**src/rtl/dma_seq_pkg.sv**
```systemverilog
package dma_seq_pkg;

  // control word bit positions
  localparam int unsigned B_DMEM = 15;
  localparam int unsigned B_DDEC = 14;
  localparam int unsigned B_DINC = 13;
  localparam int unsigned B_SMEM = 12;
  localparam int unsigned B_SDEC = 11;
  localparam int unsigned B_SINC = 10;
  localparam int unsigned B_TC   = 9;
  localparam int unsigned B_IEN  = 8;
  localparam int unsigned B_SYNH = 7;
  localparam int unsigned B_SYNL = 6;
  localparam int unsigned B_SELF = 4;
  localparam int unsigned B_ARM  = 1;
  localparam int unsigned B_WORD = 0;

  localparam int unsigned CTRL_W   = 16;
  localparam logic [15:0] CTRL_RST = 16'h00C0;

  typedef enum logic [1:0] {
    SYNC_FREE = 2'b00,
    SYNC_SRC  = 2'b01,
    SYNC_DST  = 2'b10,
    SYNC_OFF  = 2'b11
  } sync_e;

  typedef enum logic [1:0] {
    ST_IDLE = 2'd0,
    ST_RD   = 2'd1,
    ST_WR   = 2'd2,
    ST_UPD  = 2'd3
  } st_e;

  localparam logic [1:0] SEL_CTRL = 2'd0;
  localparam logic [1:0] SEL_SRC  = 2'd1;
  localparam logic [1:0] SEL_DST  = 2'd2;
  localparam logic [1:0] SEL_CNT  = 2'd3;

endpackage

```
**src/rtl/dma_ptr_unit.sv**
```systemverilog
module dma_ptr_unit #(
  parameter int unsigned AW = 20
) (
  input  logic          clk,
  input  logic          rst_n,
  input  logic          load,
  input  logic [AW-1:0] load_val,
  input  logic          step_en,
  input  logic          up,
  input  logic          down,
  input  logic          word,
  output logic [AW-1:0] ptr
);
  localparam logic [AW-1:0] ONE = AW'(1);
  localparam logic [AW-1:0] TWO = AW'(2);

  logic [AW-1:0] step;
  logic [AW-1:0] ptr_nxt;

  always_comb begin
    step = word ? TWO : ONE;
    if (up && !down)      ptr_nxt = ptr + step;
    else if (down && !up) ptr_nxt = ptr - step;
    else                  ptr_nxt = ptr;
  end

  always_ff @(posedge clk) begin
    if (!rst_n)       ptr <= '0;
    else if (load)    ptr <= load_val;
    else if (step_en) ptr <= ptr_nxt;
  end
endmodule

```
**src/rtl/dma_cnt_unit.sv**
```systemverilog
module dma_cnt_unit #(
  parameter int unsigned CW = 16
) (
  input  logic          clk,
  input  logic          rst_n,
  input  logic          load,
  input  logic [CW-1:0] load_val,
  input  logic          dec_en,
  output logic          is_zero,
  output logic          is_last
);
  localparam logic [CW-1:0] ONE = CW'(1);

  logic [CW-1:0] cnt;

  always_ff @(posedge clk) begin
    if (!rst_n)      cnt <= '0;
    else if (load)   cnt <= load_val;
    else if (dec_en) cnt <= cnt - ONE;
  end

  assign is_zero = (cnt == '0);
  assign is_last = (cnt == ONE);
endmodule

```
**src/rtl/dma_seq_fsm.sv**
```systemverilog
module dma_seq_fsm
  import dma_seq_pkg::*;
(
  input  logic       clk,
  input  logic       rst_n,
  input  logic       cfg_wr_en,
  input  logic       arm,
  input  logic       self_req,
  input  logic [1:0] sync_sel,
  input  logic       tc_en,
  input  logic       irq_en,
  input  logic       dreq_q,
  input  logic       cnt_zero,
  input  logic       cnt_last,
  input  logic       bus_ack,
  output st_e        state,
  output logic       upd,
  output logic       stop,
  output logic       irq
);
  st_e  st_nxt;
  logic free_run;
  logic parked;
  logic can_go;

  // internal request overrides the pacing code
  assign free_run = self_req || (sync_e'(sync_sel) == SYNC_FREE);
  assign parked   = !self_req && (sync_e'(sync_sel) == SYNC_OFF);

  always_comb begin
    if (parked)        can_go = 1'b0;
    else if (free_run) can_go = !cnt_zero;
    else               can_go = dreq_q && (!tc_en || !cnt_zero);
  end

  always_comb begin
    st_nxt = state;
    upd    = 1'b0;
    unique case (state)
      ST_IDLE: if (!cfg_wr_en && arm && can_go) st_nxt = ST_RD;
      ST_RD:   if (bus_ack) st_nxt = ST_WR;
      ST_WR:   if (bus_ack) st_nxt = ST_UPD;
      ST_UPD: begin
        upd    = 1'b1;
        st_nxt = ST_IDLE;
      end
      default: st_nxt = ST_IDLE;
    endcase
  end

  assign stop = upd && cnt_last && (free_run || tc_en);

  always_ff @(posedge clk) begin
    if (!rst_n) begin
      state <= ST_IDLE;
      irq   <= 1'b0;
    end else begin
      state <= st_nxt;
      irq   <= stop && tc_en && irq_en;
    end
  end
endmodule

```
**src/rtl/dma_chan_seq.sv**
```systemverilog
module dma_chan_seq
  import dma_seq_pkg::*;
#(
  parameter int unsigned AW = 20,
  parameter int unsigned DW = 16,
  parameter int unsigned CW = 16,
  localparam int unsigned FW = (AW > CW) ? ((AW > CTRL_W) ? AW : CTRL_W)
                                         : ((CW > CTRL_W) ? CW : CTRL_W)
) (
  input  logic          clk,
  input  logic          rst_n,
  input  logic          cfg_wr_en,
  input  logic [1:0]    cfg_sel,
  input  logic [FW-1:0] cfg_wdata,
  input  logic          dma_req,
  output logic          bus_req,
  input  logic          bus_ack,
  output logic          bus_write,
  output logic [AW-1:0] bus_addr,
  output logic          bus_is_mem,
  output logic          bus_is_word,
  output logic [DW-1:0] bus_wdata,
  input  logic [DW-1:0] bus_rdata,
  output logic          busy,
  output logic          irq
);
  st_e              state;
  logic             reg_wr;
  logic [15:0]      ctrl_q;
  logic             dreq_q;
  logic [DW-1:0]    data_q;
  logic             upd;
  logic             stop;
  logic             cnt_zero;
  logic             cnt_last;
  logic [AW-1:0]    ptr_q [2];
  logic             unused_ctrl;

  assign reg_wr      = cfg_wr_en && (state == ST_IDLE);
  assign unused_ctrl = ^{ctrl_q[5], ctrl_q[3:2], cfg_wdata};

  always_ff @(posedge clk) begin
    if (!rst_n)                            ctrl_q <= CTRL_RST;
    else if (reg_wr && cfg_sel == SEL_CTRL) ctrl_q <= cfg_wdata[15:0];
    else if (stop)                         ctrl_q[B_ARM] <= 1'b0;
  end

  always_ff @(posedge clk) begin
    if (!rst_n) begin
      dreq_q <= 1'b0;
      data_q <= '0;
    end else begin
      dreq_q <= dma_req;
      if (state == ST_RD && bus_ack) data_q <= bus_rdata;
    end
  end

  // index 0 = source pointer, index 1 = destination pointer
  for (genvar g = 0; g < 2; g++) begin : g_ptr
    localparam int unsigned UP_B = (g == 0) ? B_SINC : B_DINC;
    localparam int unsigned DN_B = (g == 0) ? B_SDEC : B_DDEC;
    localparam logic [1:0]  SEL  = (g == 0) ? SEL_SRC : SEL_DST;
    dma_ptr_unit #(.AW(AW)) u_ptr (
      .clk      (clk),
      .rst_n    (rst_n),
      .load     (reg_wr && cfg_sel == SEL),
      .load_val (cfg_wdata[AW-1:0]),
      .step_en  (upd),
      .up       (ctrl_q[UP_B]),
      .down     (ctrl_q[DN_B]),
      .word     (ctrl_q[B_WORD]),
      .ptr      (ptr_q[g])
    );
  end

  dma_cnt_unit #(.CW(CW)) u_cnt (
    .clk      (clk),
    .rst_n    (rst_n),
    .load     (reg_wr && cfg_sel == SEL_CNT),
    .load_val (cfg_wdata[CW-1:0]),
    .dec_en   (upd),
    .is_zero  (cnt_zero),
    .is_last  (cnt_last)
  );

  dma_seq_fsm u_fsm (
    .clk       (clk),
    .rst_n     (rst_n),
    .cfg_wr_en (cfg_wr_en),
    .arm       (ctrl_q[B_ARM]),
    .self_req  (ctrl_q[B_SELF]),
    .sync_sel  (ctrl_q[B_SYNH:B_SYNL]),
    .tc_en     (ctrl_q[B_TC]),
    .irq_en    (ctrl_q[B_IEN]),
    .dreq_q    (dreq_q),
    .cnt_zero  (cnt_zero),
    .cnt_last  (cnt_last),
    .bus_ack   (bus_ack),
    .state     (state),
    .upd       (upd),
    .stop      (stop),
    .irq       (irq)
  );

  assign bus_req     = (state == ST_RD) || (state == ST_WR);
  assign bus_write   = (state == ST_WR);
  assign bus_addr    = bus_write ? ptr_q[1] : ptr_q[0];
  assign bus_is_mem  = bus_write ? ctrl_q[B_DMEM] : ctrl_q[B_SMEM];
  assign bus_is_word = ctrl_q[B_WORD];
  assign bus_wdata   = data_q;
  assign busy        = (state != ST_IDLE);
endmodule

```
**config.mk**
```make
export PLATFORM = sky130hd
export DESIGN_NAME = dma_chan_seq
export DESIGN_NICKNAME = d
export VERILOG_FILES = /design/src/rtl/dma_seq_pkg.sv /design/src/rtl/dma_ptr_unit.sv /design/src/rtl/dma_cnt_unit.sv /design/src/rtl/dma_seq_fsm.sv /design/src/rtl/dma_chan_seq.sv
export SDC_FILE = /design/constraint.sdc
export NUM_CORES = 1
export LEC_CHECK = 0
export CORE_AREA = 5 5 116 118
export CTS_CLUSTER_DIAMETER = 50
export CTS_CLUSTER_SIZE = 8
export DETAILED_ROUTE_END_ITERATION = 7
export DIE_AREA = 0 0 121 123
export DONT_BUFFER_PORTS = 1
export GPL_TIMING_DRIVEN = 0
export PLACE_DENSITY = 0.69
export SYNTH_ARGS = -nofsm -noshare
export SYNTH_HDL_FRONTEND = slang
export SYNTH_HIERARCHICAL = 1
export SYNTH_SLANG_ARGS = --single-unit
```
**constraint.sdc**
```tcl
create_clock -name clk -period 3.75 [get_ports clk]
set_input_delay 0.75 -clock clk [delete_from_list [all_inputs] [get_ports clk]]
set_output_delay 0.75 -clock clk [all_outputs]
set_load 0.005 [all_outputs]
```
Word level (Yosys, flattened, before mapping)
Cells that the tools add are included.

storage, ports and cells
  bits in registers = 92
  bits of input ports = 43
  output and inout bits = 42

cells by class
  add/subtract/negate cells = 5
  equality and inequality tests = 11
  multiplexer cells = 22
  reductions and logical operators = 44

operator list
  kind                                                   count
  two-way mux 20 bit                                     9
  adder 20 bit                                           2
  subtractor 20 bit                                      2
  two-way mux 16 bit                                     2
  logical AND 1 bit                                      18
  == test 16 x 1 -> 1 bit, second input constant         1
  logical NOT 16 bit                                     1
  subtractor 16 x 1 -> 16 bit, second input constant     1
  == test 2 bit, second input constant                   5
  nonzero test 2 bit                                     5
  logical NOT 1 bit                                      8
  two-way mux 2 bit                                      4
  one-hot mux 2 bit (4 select lines)                     1
  logical NOT 2 bit                                      3
  two-way mux 1 bit                                      6
  nonzero test 3 bit                                     2
  == test 2 x 1 -> 1 bit, second input constant          2
  logical OR 1 bit                                       4
  inequality test 2 bit, second input constant           2
  AND reduction 2 bit                                    2
  AND reduction 3 bit                                    1
  inequality test 2 x 1 -> 1 bit, second input constant  1

Longest topological paths before layout
  word-level depth = 9
  gate-level depth with buffers = 10
  mapped depth without buffers = 9

Modules after synthesis
Netlist, hierarchy kept.

modules (own cells, without submodules)
  module        times used  cells an instance  area an instance (µm²)  seq. area each (µm²)
  dma_ptr_unit  2           250                1,905.6                 400.4
  dma_chan_seq  1           167                1,597.8                 600.6
  dma_cnt_unit  1           108                884.6                   320.3
  dma_seq_fsm   1           30                 247.7                   60.1

Worst setup path before layout
Ideal clock, no wire load.

  path kind = register -> register
  start = reg ctrl_q[10]
  end = reg g_ptr[0].u_ptr.ptr[19]
  arrival = 2.434 ns
  data required time = 3.629 ns
  setup slack = 1.195 ns
  stages on the path, launching flop included = 10
  path buffers = 0
  clock period less this slack = 2.555 ns
  cells stage by stage = dfxtp_1 -> nor2b_1 -> inv_1 -> ha_1 -> a21o_1 -> o21bai_2 -> and3_1 -> o31ai_2 -> o21ai_1 -> mux2_4

on the way
  longest elaborated chain between the ends = 4
  elaborated cells between the ends (all ways) = 8
  those cells by class = mux (3); reduce/logical (5)

ends and longest elaborated chain
  element                                                           line                                    text
  from (decl)                                                       dma_chan_seq.sv:29                      logic [15:0] ctrl_q;
  from (signal assigned)                                            dma_chan_seq.sv:44                      else if (reg_wr && cfg_sel == SEL_CTRL) ctrl_q <= cfg_wdata[15:0];
  logical AND 1 bit / logical NOT 1 bit (equally long branches)     dma_ptr_unit.sv:22, dma_ptr_unit.sv:23
  two-way mux 20 bit / logical AND 1 bit (equally long branches)    dma_ptr_unit.sv:22, dma_ptr_unit.sv:23
  two-way mux 20 bit / nonzero test 3 bit (equally long branches)   --
  two-way mux 20 bit / AND reduction 2 bit (equally long branches)  --
  to (signal assigned)                                              dma_ptr_unit.sv:29                      else if (load) ptr <= load_val;
  to (signal assigned)                                              dma_ptr_unit.sv:30                      else if (step_en) ptr <= ptr_nxt;
  to (decl)                                                         dma_ptr_unit.sv:12                      output logic [AW-1:0] ptr

Parallel ways exist; a longest one is shown, timed or not. The select of a mux whose other input is x is not followed.
A chain may end at the register's enable or synchronous reset.

Worst setup path after layout
  start = reg ctrl_q[10]
  end = reg g_ptr[0].u_ptr.ptr[16]

The elaborated chain is that of the path after synthesis.

==> run summary <==
Setup path
* Crit Path Class: register to register
* Crit path largest cell delay: 0.52 ns
* Setup crit end kind: register
* data required time of the critical path: 3.99 ns
* Crit. Startpoint: ctrl_q[10]
* Worst Path Max Fanout: 17
* Worst Setup Start Kind: register
* launching point of the worst reg2reg path: ctrl_q[10]
* Crit-path slowest cell: ha_1
* cells traversed along the worst timing path: nor2b_1 -> inv_1 -> ha_1 -> and3_1 -> a221oi_2 -> o21ai_1 -> a211oi_2 -> xor2_1 -> o41ai_1
* crit path DAT: 3.46 ns

Synthesis
* number of nets produced by synthesis: 898
* leading register cell type out of synthesis: dfxtp_1
* library cell with the highest instance count after synthesis: a21oi_1
* register area share after synthesis: 0.2724
* Distinct cells, synth: 69
* Post-Syn Area: 6541 um2
* most area-consuming cells after synthesis: dfxtp_1 (27%), ha_1 (9.2%), a21oi_1 (7.2%)
* yosys synthesis warning count: 6
* Avg Inst Size Synth: 8.126 um2
* cell type with the largest total area after synthesis: dfxtp_1
* share of async-settable or async-resettable flops after synthesis: 0
* Post-synth top cells: a21oi_1 (94), dfxtp_1 (89), nand2_1 (81)
* count of flip-flops with a built-in enable after synthesis: 0
* post-synthesis register bit count: 89
* top cell type's share of synthesized area: 0.2724
* Gate Count Post-Synth: 805

Detailed routing
* DRT Pass-1 Iters: 5
* vias after detailed routing: 5995
* Antenna Violating Nets Remaining: 0
* number of vias per cell: 6.037
* Routed wire per std cell: 19.49 um
* detailed-route DRC error count: 0
* Total Routed Length: 19360 um
* 1st-iter DRT viols: 563

Power and ir drop
* Max IR drop VDD: 194.1 uV
* Power Dens Cells: 371.8 nW/um2
* static leakage power: 2.917 nW

CTS
* number of clock sinks: 89
* H-Tree Depth: 3
* Max Buffers Root-to-Sink: 2
* clock transition at the registers of the reported paths: 0.06 ns
* clock tree from TritonCTS: built
* Post-CTS Setup Inserts: 0
* cell chosen for the clock root: clkbuf_16
* hold buffer count at cts: 0
* clock latency on the worst-skew pair: 0.36 ns
* Inserted Clock Buffers: 9
* Resized cells post-CTS: 0

Timing
* final setup violation count: 0
* Hold Vio Cnt, Final: 0
* Worst-Margin Slew: 0.6844 ns
* relative slew slack: 0.5402
* total negative setup slack: 0 ns
* final critical delay including setup and external delays: 3.223 ns
* ratio of final minimum period to clock period: 0.8596
* clock tree skew after final layout: 0.01158 ns
* upper clock frequency limit: 0.3102 GHz
* unrepaired setup endpoints after global routing: no
* Slew Viols, Final: 0
* final critical-path setup slack: 0.5266 ns

Floorplanning
* Die Footprint: 14880 um2
* Core Area: 12360 um2
* Initial Util: 0.5291
* Site Rows: 41
* die height: 123 um
* width of the chip: 121 um
* number of ports placed on the die boundary: 85

Cells and area
* Core Util, Final: 0.5713
* number of inserted diodes: 0
* number of nets in the layout: 909
* final cell count without fillers: 993
* post-synthesis to final-layout area growth: 7.976%
* fraction of final layout cells sized beyond drive strength 1: 0.09013

Global routing
* gr busiest metal: met2
* number of global-route vias before repair: 5971
* global routing met1 resource utilization: 0.3348
* antenna violations before repair: 0
* largest net degree at the start of global routing: 28
* met3 Use GR: 0.03797
* global-route wire length before repair: 31020 um
* GR Overflow Total: 0
* met2 demand-to-capacity share in global routing: 0.4321
* GR Util All Layers: 0.2634

Worst hold path
* critical hold path startpoint: ctrl_q[12]
* worst min path class: register to register

Placed design
* cell count after placement: 977
* GP Congestion: 0.9188
* pre-CTS setup slack: 0.5664 ns
* port bufs: 0
* placed wire-length estimate after detailed placement: 15090 um

Job
* max-capacitance violation count: 0

Outcome
* status: finished, final reports clean

[stage by stage]
step,instance area [um2],power (W),hold WS (ns)
after floorplan,6541,0.001561,0.4313
after global routing,7063,0.002758,0.4827
after global placement,6756,0.001685,0.4412
final,7063,0.002626,0.4648
after detailed placement,6756,0.001696,0.4511
after CTS,7063,0.002636,0.4663
[registers in the layout (all words and copies together) (netlist names)]
name / flops
g_ptr.u_ptr/ptr: 40
u_fsm/state: 2
dreq_q: 1
u_fsm/irq: 1
ctrl_q: 13
bus_wdata: 16
u_cnt/cnt: 16
[cell type report]
class | count | area [um2]
fill | 1162 | 5300
inverter | 24 | 90.09
clock inverter | 5 | 63.81
multi-input combinational | 649 | 4471
sequential | 89 | 1782
buffer | 43 | 198.9
tap | 172 | 215.2
clock buffer | 11 | 242.7
[power by group]
| group | internal, W | switching [W] |
|---|---|---|
| Sequential | 0.000982 | 0.0000375 |
| Combinational | 0.000290 | 0.000379 |
| Clock | 0.000540 | 0.000397 |
[worst max-delay path: cells and delay by family, from the launching register on]
kind            cells  cell delay (ns)
compound gates      4             1.13
simple gates        2             0.60
fa+ha+maj           1             0.52
buf+inv             1             0.41
flops               1             0.36
xor+xnor            1             0.11
[metal layers]
metal / vias to the layer above / wire [um]
met5: - / 0
met4: 0 / 829
met3: 52 / 1136
met2: 204 / 9129
met1: 2760 / 8264
li1: 2979 / -
[placed cells by master, fill, tap and decap left out, types with 5 or more instances in the layout]
| master | instances |
|---|---|
| a21boi_0 | 16 |
| dfxtp_1 | 89 |
| xnor2_1 | 30 |
| nand3b_1 | 5 |
| mux2_2 | 21 |
| xor2_1 | 11 |
| o21ai_0 | 44 |
| inv_1 | 21 |
| clkbuf_1 | 29 |
| nor3_1 | 15 |
| and3_1 | 34 |
| clkbuf_16 | 9 |
| nor4_1 | 10 |
| nand3_1 | 16 |
| o21a_1 | 20 |
| a31oi_1 | 6 |
| buf_2 | 10 |
| o21bai_1 | 6 |
| o31ai_1 | 6 |
| or3_1 | 6 |
| a21o_1 | 16 |
| mux2i_1 | 19 |
| nand2_1 | 81 |
| or4_1 | 5 |
| nor2_1 | 40 |
| a21oi_1 | 94 |
| ha_1 | 48 |
| a211oi_1 | 11 |
| nor2b_1 | 6 |
| and2_1 | 7 |
| o21ai_1 | 8 |
[kinds of logic after synthesis]
kind of cell / share of synthesized area
mux: 0.06982
simple gates: 0.1865
xor+xnor: 0.05490
buf+inv: 0.04419
compound gates: 0.2743
fa+ha+maj: 0.09794
flops: 0.2724
[final timing paths]
kind,cells past startpoint,slack (ns),end
setup / recovery,9,0.53,g_ptr[0].u_ptr/ptr[16]
hold / removal,2,0.46,ctrl_q[12]
setup reg to reg,9,0.53,g_ptr[0].u_ptr/ptr[16]
hold reg to reg,2,0.46,ctrl_q[12]
Note: power is estimated with default switching activity, not from simulation.
